===== config.mk =====
export PLATFORM = sky130hd
export DESIGN_NAME = itag_profiler
export DESIGN_NICKNAME = d
export VERILOG_FILES = /design/src/rtl/itp_pkg.sv /design/src/rtl/itp_lfsr.sv /design/src/rtl/itp_sampler.sv /design/src/rtl/itp_latency.sv /design/src/rtl/itag_profiler.sv
export SDC_FILE = /design/constraint.sdc
export NUM_CORES = 1
export LEC_CHECK = 0
export ABC_AREA = 1
export BUFFER_PORTS_ARGS = -buffer_cell sky130_fd_sc_hd__clkbuf_2
export CAP_MARGIN = 40
export CORE_MARGIN = 5
export CORE_UTILIZATION = 51
export CTS_CLUSTER_DIAMETER = 150
export DETAILED_ROUTE_END_ITERATION = 8
export PLACE_DENSITY = 0.79
export SLEW_MARGIN = 20
export SYNTH_ARGS = -nofsm -noshare
export SYNTH_HDL_FRONTEND = slang
export SYNTH_SLANG_ARGS = --single-unit

===== constraint.sdc =====
create_clock -name clk -period 2.75 [get_ports clk]
set_input_delay 0.4125 -clock clk [delete_from_list [all_inputs] [get_ports clk]]
set_output_delay 0.4125 -clock clk [all_outputs]
set_load 0.05 [all_outputs]

===== src/rtl/itp_pkg.sv =====
package itp_pkg;
  typedef enum logic [1:0] {
    S_IDLE   = 2'd0,
    S_COUNT  = 2'd1,
    S_FLIGHT = 2'd2,
    S_HELD   = 2'd3
  } samp_state_e;

  localparam logic [15:0] LFSR_SEED = 16'hB5A3;
  localparam int NUM_SEG = 4;
endpackage


===== src/rtl/itp_lfsr.sv =====
module itp_lfsr #(
  parameter int          OUT_W = 4,
  parameter logic [15:0] SEED  = itp_pkg::LFSR_SEED
) (
  input  logic             clk,
  input  logic             rst_n,
  input  logic             step,
  output logic [OUT_W-1:0] rnd
);
  logic [15:0] sr_q;

  always_ff @(posedge clk or negedge rst_n) begin
    if (!rst_n)    sr_q <= SEED;
    else if (step) sr_q <= {sr_q[14:0], sr_q[15] ^ sr_q[13] ^ sr_q[12] ^ sr_q[10]};
  end

  assign rnd = sr_q[OUT_W-1:0];


  lfsr_moves_chk: assert property (@(posedge clk) disable iff (!rst_n)
    step |=> sr_q != $past(sr_q));
endmodule


===== src/rtl/itp_sampler.sv =====
module itp_sampler
  import itp_pkg::*;
#(
  parameter int CNT_W  = 12,
  parameter int RAND_W = 4
) (
  input  logic             clk,
  input  logic             rst_n,
  input  logic             fetch_valid,
  input  logic             sw_rearm,
  input  logic             done_hit,
  input  logic [CNT_W-1:0] base_period,
  output logic             fetch_tag,
  output logic             in_flight,
  output logic             held
);
  samp_state_e      st_q, st_d;
  logic [CNT_W-1:0] cnt_q, cnt_d;
  logic [RAND_W-1:0] rnd;
  logic [CNT_W-1:0] reload;
  logic             rearm_ok;

  assign rearm_ok = sw_rearm && (st_q == S_IDLE || st_q == S_HELD);

  itp_lfsr #(.OUT_W(RAND_W)) u_lfsr (
    .clk  (clk),
    .rst_n(rst_n),
    .step (rearm_ok),
    .rnd  (rnd)
  );

  assign reload    = base_period + {{(CNT_W-RAND_W){1'b0}}, rnd};
  assign fetch_tag = (st_q == S_COUNT) && fetch_valid && (cnt_q == '0);
  assign in_flight = (st_q == S_FLIGHT);
  assign held      = (st_q == S_HELD);

  always_comb begin
    st_d  = st_q;
    cnt_d = cnt_q;
    unique case (st_q)
      S_IDLE, S_HELD: begin
        if (rearm_ok) begin
          st_d  = S_COUNT;
          cnt_d = reload;
        end
      end
      S_COUNT: begin
        if (fetch_valid) begin
          if (cnt_q == '0) st_d  = S_FLIGHT;
          else             cnt_d = cnt_q - 1'b1;
        end
      end
      S_FLIGHT: begin
        if (done_hit) st_d = S_HELD;
      end
      default: st_d = S_IDLE;
    endcase
  end

  always_ff @(posedge clk or negedge rst_n) begin
    if (!rst_n) begin
      st_q  <= S_IDLE;
      cnt_q <= '0;
    end else begin
      st_q  <= st_d;
      cnt_q <= cnt_d;
    end
  end


  count_step_chk: assert property (@(posedge clk) disable iff (!rst_n)
    (st_q == S_COUNT && fetch_valid && cnt_q != '0) |=> cnt_q == $past(cnt_q) - 1'b1);

  tag_enters_flight_chk: assert property (@(posedge clk) disable iff (!rst_n)
    fetch_tag |=> in_flight);

  rearm_ignored_chk: assert property (@(posedge clk) disable iff (!rst_n)
    (in_flight && !done_hit) |=> in_flight);

  rearm_starts_count_chk: assert property (@(posedge clk) disable iff (!rst_n)
    rearm_ok |=> (st_q == S_COUNT));
endmodule


===== src/rtl/itp_latency.sv =====
module itp_latency #(
  parameter int LAT_W = 8,
  parameter int NSEG  = 4
) (
  input  logic                       clk,
  input  logic                       rst_n,
  input  logic                       start,
  input  logic                       in_flight,
  input  logic [NSEG-1:0]            ev,
  output logic [NSEG-1:0][LAT_W-1:0] lat,
  output logic [NSEG-1:0]            lat_vld
);
  localparam logic [LAT_W-1:0] LAT_MAX = {LAT_W{1'b1}};
  localparam logic [LAT_W-1:0] LAT_ONE = LAT_W'(1);

  logic [LAT_W-1:0] seg_q;

  always_ff @(posedge clk or negedge rst_n) begin
    if (!rst_n)                seg_q <= '0;
    else if (start)            seg_q <= LAT_ONE;
    else if (in_flight) begin
      if (|ev)                 seg_q <= LAT_ONE;
      else if (seg_q != LAT_MAX) seg_q <= seg_q + 1'b1;
    end
  end

  for (genvar k = 0; k < NSEG; k++) begin : g_seg
    logic [LAT_W-1:0] l_q;
    logic             v_q;
    always_ff @(posedge clk or negedge rst_n) begin
      if (!rst_n) begin
        l_q <= '0;
        v_q <= 1'b0;
      end else if (start) begin
        l_q <= '0;
        v_q <= 1'b0;
      end else if (ev[k]) begin
        l_q <= seg_q;
        v_q <= 1'b1;
      end
    end
    assign lat[k]     = l_q;
    assign lat_vld[k] = v_q;
  end


  lat_saturate_chk: assert property (@(posedge clk) disable iff (!rst_n)
    (in_flight && !start && ev == '0 && seg_q == LAT_MAX) |=> seg_q == LAT_MAX);
endmodule


===== src/rtl/itag_profiler.sv =====
module itag_profiler
  import itp_pkg::*;
#(
  parameter int PC_W   = 32,
  parameter int ADDR_W = 32,
  parameter int CNT_W  = 12,
  parameter int RAND_W = 4,
  parameter int LAT_W  = 8,
  parameter int HIST_W = 8
) (
  input  logic              clk,
  input  logic              rst_n,
  input  logic              fetch_valid,
  input  logic [PC_W-1:0]   fetch_pc,
  input  logic              fetch_icmiss,
  output logic              fetch_tag,
  input  logic              map_valid,
  input  logic              map_tag,
  input  logic              issue_valid,
  input  logic              issue_tag,
  input  logic              exec_valid,
  input  logic              exec_tag,
  input  logic              exec_is_mem,
  input  logic [ADDR_W-1:0] exec_daddr,
  input  logic              exec_dcmiss,
  input  logic              exec_is_branch,
  input  logic              exec_taken,
  input  logic              exec_mispredict,
  input  logic              done_valid,
  input  logic              done_tag,
  input  logic              done_retired,
  input  logic [CNT_W-1:0]  base_period,
  input  logic              sw_rearm,
  input  logic [1:0]        rd_sel,
  output logic [31:0]       rd_data,
  output logic              irq
);
  localparam int DATA_W = 32;
  localparam int NSEG   = NUM_SEG;

  logic in_flight, held;
  logic map_hit, issue_hit, exec_hit, done_hit;
  logic [NSEG-1:0]            ev;
  logic [NSEG-1:0][LAT_W-1:0] lat;
  logic [NSEG-1:0]            lat_vld;

  logic [PC_W-1:0]   pc_q;
  logic [ADDR_W-1:0] daddr_q;
  logic              icm_q, mem_q, dcm_q, br_q, tk_q, mp_q, ret_q;
  logic [HIST_W-1:0] hist_live, hist_q;
  logic [DATA_W-1:0] flags;

  assign map_hit   = in_flight && map_valid   && map_tag;
  assign issue_hit = in_flight && issue_valid && issue_tag;
  assign exec_hit  = in_flight && exec_valid  && exec_tag;
  assign done_hit  = in_flight && done_valid  && done_tag;
  assign ev        = {done_hit && done_retired, exec_hit, issue_hit, map_hit};

  itp_sampler #(.CNT_W(CNT_W), .RAND_W(RAND_W)) u_sampler (
    .clk        (clk),
    .rst_n      (rst_n),
    .fetch_valid(fetch_valid),
    .sw_rearm   (sw_rearm),
    .done_hit   (done_hit),
    .base_period(base_period),
    .fetch_tag  (fetch_tag),
    .in_flight  (in_flight),
    .held       (held)
  );

  itp_latency #(.LAT_W(LAT_W), .NSEG(NSEG)) u_latency (
    .clk      (clk),
    .rst_n    (rst_n),
    .start    (fetch_tag),
    .in_flight(in_flight),
    .ev       (ev),
    .lat      (lat),
    .lat_vld  (lat_vld)
  );

  always_ff @(posedge clk or negedge rst_n) begin
    if (!rst_n) hist_live <= '0;
    else if (exec_valid && exec_is_branch) hist_live <= {hist_live[HIST_W-2:0], exec_taken};
  end

  always_ff @(posedge clk or negedge rst_n) begin
    if (!rst_n) begin
      pc_q <= '0; daddr_q <= '0; hist_q <= '0;
      icm_q <= 1'b0; mem_q <= 1'b0; dcm_q <= 1'b0;
      br_q <= 1'b0; tk_q <= 1'b0; mp_q <= 1'b0; ret_q <= 1'b0;
    end else if (fetch_tag) begin
      pc_q <= fetch_pc; icm_q <= fetch_icmiss;
      daddr_q <= '0; hist_q <= '0;
      mem_q <= 1'b0; dcm_q <= 1'b0; br_q <= 1'b0;
      tk_q <= 1'b0; mp_q <= 1'b0; ret_q <= 1'b0;
    end else begin
      if (exec_hit) begin
        daddr_q <= exec_daddr;   mem_q <= exec_is_mem;  dcm_q <= exec_dcmiss;
        br_q    <= exec_is_branch; tk_q <= exec_taken;  mp_q  <= exec_mispredict;
        hist_q  <= hist_live;
      end
      if (done_hit && done_retired) ret_q <= 1'b1;
    end
  end

  always_comb begin
    flags = '0;
    flags[0] = ret_q;
    flags[1] = icm_q;
    flags[2] = dcm_q;
    flags[3] = mp_q;
    flags[4] = tk_q;
    flags[5] = mem_q;
    flags[6] = br_q;
    flags[8 +: NSEG]    = lat_vld;
    flags[16 +: HIST_W] = hist_q;
  end

  always_comb begin
    unique case (rd_sel)
      2'd0:    rd_data = DATA_W'(pc_q);
      2'd1:    rd_data = DATA_W'(daddr_q);
      2'd2:    rd_data = flags;
      default: rd_data = DATA_W'(lat);
    endcase
  end

  assign irq = held;


  irq_after_done_chk: assert property (@(posedge clk) disable iff (!rst_n)
    $rose(irq) |-> $past(done_valid && done_tag));

  record_frozen_chk: assert property (@(posedge clk) disable iff (!rst_n)
    irq |=> (!irq || ($stable(pc_q) && $stable(daddr_q) && $stable(lat))));

  idle_quiet_chk: assert property (@(posedge clk) disable iff (!rst_n)
    irq |-> !fetch_tag);
endmodule


== Word-level counts from Yosys, hierarchy flattened ==
Index checks and enable logic that the tools add are counted.

* Bits in registers: 160
* Input bits: 97
* Output and inout port bits: 34
* Word-level logic and storage cells: 112

* Add/subtract/negate cells: 3
* Equality and inequality tests: 11
* Multiplexer cells: 44
* Bitwise logic cells: 3
* Reductions and logical operators: 29

{| class="wikitable"
|+ Operator list
! cell !! count
|-
| 8-bit two-way mux || 14
|-
| 32-bit one-hot mux with 3 select lines || 1
|-
| 32-bit two-way mux || 2
|-
| 12-bit two-way mux || 3
|-
| 12-bit one-hot mux with 2 select lines || 1
|-
| 1-bit two-way mux || 18
|-
| 1-bit logical AND || 13
|-
| 12-bit by 4-bit adder with 12-bit output || 1
|-
| 12-bit zero test || 1
|-
| 2-bit nonzero test || 6
|-
| 12-bit by 1-bit subtractor with 12-bit output, second input constant || 1
|-
| 8-bit by 1-bit adder with 8-bit output, second input constant || 1
|-
| 2-bit two-way mux || 4
|-
| 8-bit != test, second input constant || 1
|-
| 4-bit AND reduction || 2
|-
| 2-bit == test, second input constant || 3
|-
| 2-bit != test, second input constant || 3
|-
| 2-bit one-hot mux with 3 select lines || 1
|-
| 2-bit by 1-bit == test with 1-bit output, second input constant || 2
|-
| 2-bit zero test || 2
|-
| 2-bit by 1-bit != test with 1-bit output, second input constant || 2
|-
| 4-bit OR reduction || 1
|-
| 3-bit nonzero test || 1
|-
| 1-bit bitwise XOR || 3
|-
| 3 further kinds || 3
|}

== Depth between registers and ports, before layout ==
Gate-level depths: netlist of the first run.

* Depth after elaboration: 8
* Depth in mapped cells: 13
* Gate-level depth less buffers: 12

== Cells and area by module ==
Synthesis of the first run repeated with hierarchy kept, for this count alone.

* Cells, all modules: 1,058
* Area total of the unflattened synthesis: 8,254.2 sq um

{| class="wikitable"
|+ By module, submodules not included
! module !! times used !! cells each !! area an instance (sq um) !! seq. area each (sq um)
|-
| itag_profiler || 1 || 550 || 4,245.3 || 2,177.1
|-
| itp_latency || 1 || 202 || 1,839.3 || 1,101.1
|-
| itp_sampler || 1 || 226 || 1,423.9 || 350.3
|-
| itp_lfsr || 1 || 80 || 745.7 || 411.6
|}

== Least setup slack after synthesis of the first run ==
Ideal clock, no wire load.

* Path kind: input-to-output
* Start point: input rd_sel[1]
* End point: output rd_data[0]
* Arrival: 1,604 ps
* Data required time: 2,338 ps
* Path slack: 733 ps
* Stages on the path: 4
* Path buffers: 1
* Cells stage by stage: inv_1 > nand2_1 > clkbuf_1 > o2111ai_1

* Longest elaborated chain between the ends: 2
* Elaborated cells on any way between the ends: 4
* Those cells by class: eq/ne (2); mux (1); reduce/logical (1)

{| class="wikitable"
|+ Ends and longest elaborated chain
! element !! line !! RTL
|-
| from (decl) || itag_profiler.sv:34 || <nowiki>input logic [1:0] rd_sel,</nowiki>
|-
| 2-bit == test (tied with other cells) || itag_profiler.sv:120 || <nowiki>unique case (rd_sel)</nowiki>
|-
| 32-bit one-hot mux with 3 select lines * || itag_profiler.sv:120 ||
|-
| to (decl) || itag_profiler.sv:35 || <nowiki>output logic [31:0] rd_data,</nowiki>
|}

Mark *: on every way between the ends. The rest lies on a longest branch, timed or not.

== Final worst setup path of the first run ==
* Start point: register u_sampler.cnt_q[0]
* End point: output fetch_tag

* Longest elaborated chain between the ends: 2

{| class="wikitable"
|+ Ends and longest elaborated chain
! element !! line !! RTL
|-
| from (decl) || itp_sampler.sv:18 || <nowiki>logic [CNT_W-1:0] cnt_q, cnt_d;</nowiki>
|-
| from (signal assigned) || itp_sampler.sv:66 || <nowiki>cnt_q <= cnt_d;</nowiki>
|-
| 12-bit zero test || itp_sampler.sv:33 || <nowiki>assign fetch_tag = (st_q == S_COUNT) && fetch_valid && (cnt_q == '0);</nowiki>
|-
| 1-bit logical AND || itp_sampler.sv:33 ||
|-
| to (decl) || itag_profiler.sv:16 || <nowiki>output logic fetch_tag,</nowiki>
|}

Every way passes these cells.

==> results.json, run 1 <==
{
  "max_slew_margin": 0.671,
  "overflow": 0,
  "setup_viol": 0,
  "maxSlewViolCount": 0,
  "ant_nets": 0,
  "drc": 0,
  "nNetsFinal": 1219,
  "drt_iter0_markers": 529,
  "synth_edf_count": 0,
  "grt_max_degree": 60,
  "ff2ff_path_depth": 12,
  "cp_max_fo": 10,
  "ys_seq_elements": 160,
  "setup.worst_path.class": "register to primary output",
  "synth_most_common_cell": "nand2_1",
  "clock_skew_ns": 0.00842,
  "first_pass_iters": 5,
  "synth_area_leaders": "dfrtp_1 (48%), nand2_1 (16%), o21ai_0 (5.1%)",
  "cap_violations": 0,
  "vias_per_cell": 5.37,
  "cts_resized": 0,
  "clk_pin_slew_worst_paths_ns": 0.07,
  "clk_path_buf_depth": 2,
  "power_density_nw_per_um2": 990,
  "cts_tree": "done",
  "power.static_leakage_nw": 4.75,
  "mappedNetlistArea_um2": 7920,
  "avgSynthCellArea_um2": 8.05,
  "worstSetupStartpointType": "register",
  "max_freq_mhz": 399,
  "wirelength_met1_mm": 8.58,
  "root_buffer": "clkbuf_16",
  "status": "complete, no violations",
  "worst_pin_slew_ns": 0.494,
  "start_util": 0.521,
  "vias": 7041,
  "fp.dieH_um": 135,
  "gp_congestion": 0.880,
  "worstSetupEndpointType": "primary output",
  "synth-async-reset-ratio": 1.00,
  "netlist_instances": 984,
  "syn-num-nets": 1092,
  "yosysWarnings": 0,
  "ys_types": 34,
  "grtUsageTotal": 0.234,
  "core_um2": 15200,
  "portBuffers": 130,
  "timing.final.crit_share": 0.912,
  "htree_levels": 4,
  "numCtsBuffers": 17,
  "top_layer_used": "met4",
  "rsz0062_at_grt": "false",
  "cts_sinks": 160,
  "routed-wl-met3_mm": 1.52,
  "wl_per_cell_um": 15.6,
  "ys_seq_area_frac": 0.507,
  "antenna_found_initial": 0,
  "grt_pass1_vias": 6827,
  "finalHoldViolCount": 0,
  "dieArea_um2": 18100,
  "placed_area_um2": 8720,
  "worstPathRequired_ns": 2.34,
  "irDropWorstVdd_v": 0.000625,
  "cp.arrival_ns": 2.09,
  "synth_top_cell_by_area": "dfrtp_1",
  "wl_mm": 20.4,
  "area_growth_pct": 17.8,
  "n_antenna_cell": 0,
  "boundaryPins": 131,
  "final.setup.tns_ns": 0,
  "whs_path_depth": 3,
  "clk_latency_ns": 0.43,
  "yosys.area.top_type_share": 0.477,
  "fin_crit_ns": 2.51,
  "ys.flop_type": "dfrtp_1",
  "fillers": 1326,
  "hold_class": "primary input to register",
  "synth_commonest_cells": "nand2_1 (341), dfrtp_1 (151), inv_1 (96), o21ai_0 (81), nand3_1 (73)",
  "grt_pass1_wl_mm": 33.9,
  "dieWidth_um": 135,
  "rows": 45,
  "met2_length_mm": 9.83,
  "drive_gt1_frac": 0.203,
  "place_hpwl_mm": 14.3,
  "design_area_um2": 9330
}
layer usage:
layer | GRT usage | vias to the layer above
met1 | 0.311 | 3297
met5 | 0 | -
met4 | 0.0820 | 0
met2 | 0.378 | 271
li1 | - | 3433
met3 | 0.0577 | 40
metrics by stage:
step / cells / worst slack, ns / total power, mW / hold slack [ns] / utilization
floorplan: 984 / 0.733 / 6.06 / 0.117 / -
global placement: 1274 / 0.603 / 6.86 / 0.391 / 0.574
detailed placement: 1274 / 0.564 / 6.96 / 0.392 / 0.574
CTS: 1307 / 0.159 / 9.27 / 0.158 / 0.611
global route: 1312 / 0.00703 / 9.91 / 0.173 / 0.614
finish: 1312 / 0.243 / 9.23 / 0.172 / 0.614
layout by cell type (no fill, tap or decap), drive strengths merged, types with 5 or more instances in the layout:
cell type / Yosys / final
dfstp: 9 / 9
dfrtp: 151 / 151
inv: 103 / 108
nand4: 5 / 5
a21oi: 21 / 21
clkbuf: 19 / 147
clkinvlp: 0 / 5
o211ai: 12 / 12
o22ai: 18 / 18
ha: 10 / 10
nand3: 73 / 73
xor2: 7 / 7
o2111ai: 10 / 10
o21ai: 110 / 110
nand2: 350 / 350
nor2: 46 / 46
buf: 25 / 23
registers in the layout, summed over array words and instances, names as in the netlist, 2 cells and up:
| register | count |
|---|---|
| daddr_q | 32 |
| pc_q | 32 |
| u_latency.g_seg.l_q | 32 |
| u_sampler.u_lfsr.sr_q | 16 |
| u_sampler.cnt_q | 12 |
| hist_live | 8 |
| hist_q | 8 |
| u_latency.seg_q | 8 |
| u_latency.g_seg.v_q | 4 |
| u_sampler.st_q | 2 |
kinds of logic (layout without fill, tap and decap cells):
family / Yosys count / after routing / share of synthesized area
buffers and inverters: 147 / 287 / 0.0845
XOR/XNOR: 11 / 11 / 0.0122
adder cells (fa/ha/maj): 11 / 11 / 0.0183
flip-flops: 160 / 160 / 0.507
AO/OA/AOI/OAI: 172 / 172 / 0.128
AND/OR/NAND/NOR: 483 / 483 / 0.250
worst paths after layout:
kind                                          start                        end  slack (ns)
min reg2reg                u_sampler.u_lfsr.sr_q[7]   u_sampler.u_lfsr.sr_q[8]        0.46
max                              u_sampler.cnt_q[0]                  fetch_tag        0.24
max in group asynchronous                     rst_n   u_sampler.u_lfsr.sr_q[1]        1.50
min in group asynchronous                     rst_n                  hist_q[0]        0.51
max reg2reg                      u_sampler.cnt_q[0]  u_latency.g_seg[2].l_q[2]        0.48
min                                     fetch_pc[5]                    pc_q[5]        0.17
area by class of cell:
cell class	instances	area [µm²]	share of cell area
Multi-Input combinational cell	677	3250	0.349
Clock buffer	19	433	0.0464
Timing Repair Buffer	152	877	0.0940
Inverter	103	387	0.0414
Sequential cell	160	4020	0.430
Clock inverter	13	130	0.0139
Tap cell	188	235	0.0252
power breakdown:
| part | internal [mW] | total, mW | leakage (nW) | switching [mW] |
|---|---|---|---|---|
| Combinational | 1.03 | 3.33 | 2.44 | 2.30 |
| Clock | 1.26 | 2.27 | 0.260 | 1.01 |
| Sequential | 3.18 | 3.63 | 2.05 | 0.447 |
timing repair:
item                                   in CTS  in global routing
setup endpoints to repair                   0                  1
hold buffers                                1                  0
setup buffers                               0                  5
endpoints found under the hold margin      48                  0
worst max-delay path: stages (launching register included):
cell and delay, ns:
dfrtp_1 0.39, inv_1 0.19, ha_1 0.18, inv_1 0.04, nor2_1 0.09, nand2_1 0.09, nor2_2 0.15, nand4_4 0.22
inv_2 0.18, buf_12 0.15
Note: power is estimated with default switching activity, not from simulation.
==> inputs of run 2 (changes only) <==
--- a/config.mk
+++ b/config.mk
@@ -7,9 +7,9 @@
 export LEC_CHECK = 0
 export ABC_AREA = 1
 export BUFFER_PORTS_ARGS = -buffer_cell sky130_fd_sc_hd__clkbuf_2
-export CAP_MARGIN = 40
 export CORE_MARGIN = 5
 export CORE_UTILIZATION = 51
+export CTS_BUF_LIST = sky130_fd_sc_hd__clkbuf_2 sky130_fd_sc_hd__clkbuf_4 sky130_fd_sc_hd__clkbuf_8
 export CTS_CLUSTER_DIAMETER = 150
 export DETAILED_ROUTE_END_ITERATION = 8
 export PLACE_DENSITY = 0.79
==> run 2 against run 1 <==
Effect of this change:
- critical path depth unchanged
- global-route usage is 0.63 points lower
- routed wire length shrank 2.5%
- sequential power barely moved
- largest power group unchanged
==> results.json, run 2 (synthesis gave the netlist of run 1 again) <==
{
  "wl_mm": 19.9,
  "max_freq_mhz": 409,
  "rows": 45,
  "clk_pin_slew_worst_paths_ns": 0.09,
  "grt_max_degree": 60,
  "power_density_nw_per_um2": 942,
  "portBuffers": 130,
  "fp.dieH_um": 135,
  "internal-power_mw": 4.96,
  "grtUsageTotal": 0.228,
  "clk_path_buf_depth": 2,
  "final_common_cell": "nand2_1",
  "boundaryPins": 131,
  "grt_pass1_vias": 6678,
  "worstPathRequired_ns": 2.34,
  "worst_pin_slew_ns": 0.507,
  "setup.worst_path.class": "register to primary output",
  "timing.final.crit_share": 0.889,
  "clock_skew_ns": 0.0130,
  "antenna_found_initial": 0,
  "fillers": 1357,
  "top_regs": "daddr_q (32), pc_q (32), u_latency.g_seg.l_q (32)",
  "wl_per_cell_um": 15.2,
  "dieWidth_um": 135,
  "fin_crit_ns": 2.44,
  "vias_per_cell": 5.31,
  "n_antenna_cell": 0,
  "numCtsBuffers": 17,
  "instances_no_fill": 1312,
  "dieArea_um2": 18100,
  "p_seq_frac": 0.419,
  "rsz0062_at_grt": "false",
  "place_hpwl_mm": 14.3,
  "ant_nets": 0,
  "drt_iter0_markers": 461,
  "final.setup.tns_ns": 0,
  "max_slew_margin": 0.662,
  "r2r_slack_ns": 0.54,
  "cp_max_fo": 8,
  "clk_latency_ns": 0.46,
  "irDropWorstVdd_v": 0.000572,
  "grt_pass1_wl_mm": 33.1,
  "drc": 0,
  "hold_class": "primary input to register",
  "htree_levels": 4,
  "area_growth_pct": 15.5,
  "drive_gt1_frac": 0.206,
  "overflow": 0,
  "setup_viol": 0,
  "netSwitchingPower_mw": 3.66,
  "maxSlewViolCount": 0,
  "cts_tree": "done",
  "worstSetupStartpointType": "register",
  "finalHoldViolCount": 0,
  "core_um2": 15200,
  "power_switching_share": 0.424,
  "cp.arrival_ns": 2.03,
  "worstSetupEndpointType": "primary output",
  "nNetsFinal": 1219,
  "status": "complete, no violations",
  "power.static_leakage_nw": 4.67,
  "combPwrFrac": 0.386,
  "layout_common_cells": "nand2_1 (341), dfrtp_1 (151), clkbuf_2 (128)",
  "root_buffer": "clkbuf_8",
  "cts_sinks": 160,
  "first_pass_iters": 7,
  "vias": 6965,
  "start_util": 0.521,
  "gp_congestion": 0.880,
  "clockPowerShare": 0.195,
  "cap_violations": 0,
  "placed_cells": 1274
}
run 2: cell counts in the layout (fill, tap and decap cells not counted):
No cell type changed its count.
run 2: layout make-up:
cell class,count,area (µm²),share of cell area
multi-input combinational,677,3250,0.356
timing repair buffer,152,877,0.0959
sequential,160,4020,0.439
clock buffer,19,249,0.0272
tap,188,235,0.0257
clock inverter,13,130,0.0142
inverter,103,387,0.0423
run 2: through the flow:
| step | utilization | power (mW) | instance area [µm²] | hold slack (ns) | setup WS (ns) |
|---|---|---|---|---|---|
| 3_5_place_dp | 0.574 | 6.96 | 8720 | 0.392 | 0.564 |
| 3_3_place_gp | 0.574 | 6.86 | 8720 | 0.391 | 0.603 |
| 4_1_cts | 0.599 | 8.65 | 9110 | 0.112 | 0.102 |
| 2_1_floorplan | - | 6.06 | 7920 | 0.117 | 0.733 |
| 5_1_grt | 0.602 | 9.29 | 9150 | 0.121 | 0.0708 |
| 6_report | 0.602 | 8.62 | 9150 | 0.136 | 0.306 |
run 2: critical path, cell delays in order (launching register included):
cell and delay, ns:
dfrtp_1 0.41, inv_2 0.12, ha_1 0.16, inv_1 0.04
nor2_1 0.09, nand2_1 0.09, nor2_2 0.15, nand4_4 0.20
inv_2 0.17, buf_12 0.15
run 2: final timing paths:
path | startpoint | end | cells after the start
min in group asynchronous | rst_n | hist_q[0] | 2
hold / removal | fetch_pc[5] | pc_q[5] | 3
hold reg to reg | u_sampler.u_lfsr.sr_q[7] | u_sampler.u_lfsr.sr_q[8] | 2
setup reg to reg | u_sampler.st_q[0] | u_latency.seg_q[1] | 10
setup / recovery | u_sampler.cnt_q[0] | fetch_tag | 9
max in group asynchronous | rst_n | u_sampler.u_lfsr.sr_q[1] | 3
run 2: layer usage:
metal,part of all wire,wire [µm],vias to the layer above,global-route usage
met2,0.48,9490,227,0.359
met3,0.066,1310,29,0.0570
met5,0,0,-,0
met1,0.44,8800,3279,0.312
met4,0.017,341,0,0.0764
li1,-,-,3430,-
run 2: power by group through the flow:
stage | Combinational [mW] | Sequential (mW) | Clock (mW)
5_1_grt | 3.76 | 3.71 | 1.82
4_1_cts | 3.34 | 3.61 | 1.70
2_1_floorplan | 2.53 | 3.52 | 0
3_3_place_gp | 3.24 | 3.62 | 0
3_5_place_dp | 3.31 | 3.65 | 0
6_report | 3.32 | 3.61 | 1.68
run 2: timing repair:
item	in CTS	in global routing
buffers inserted	0	5
hold buffers	1	0
setup endpoints to repair	0	1
resized for setup	0	1
endpoints found under the hold margin	48	0
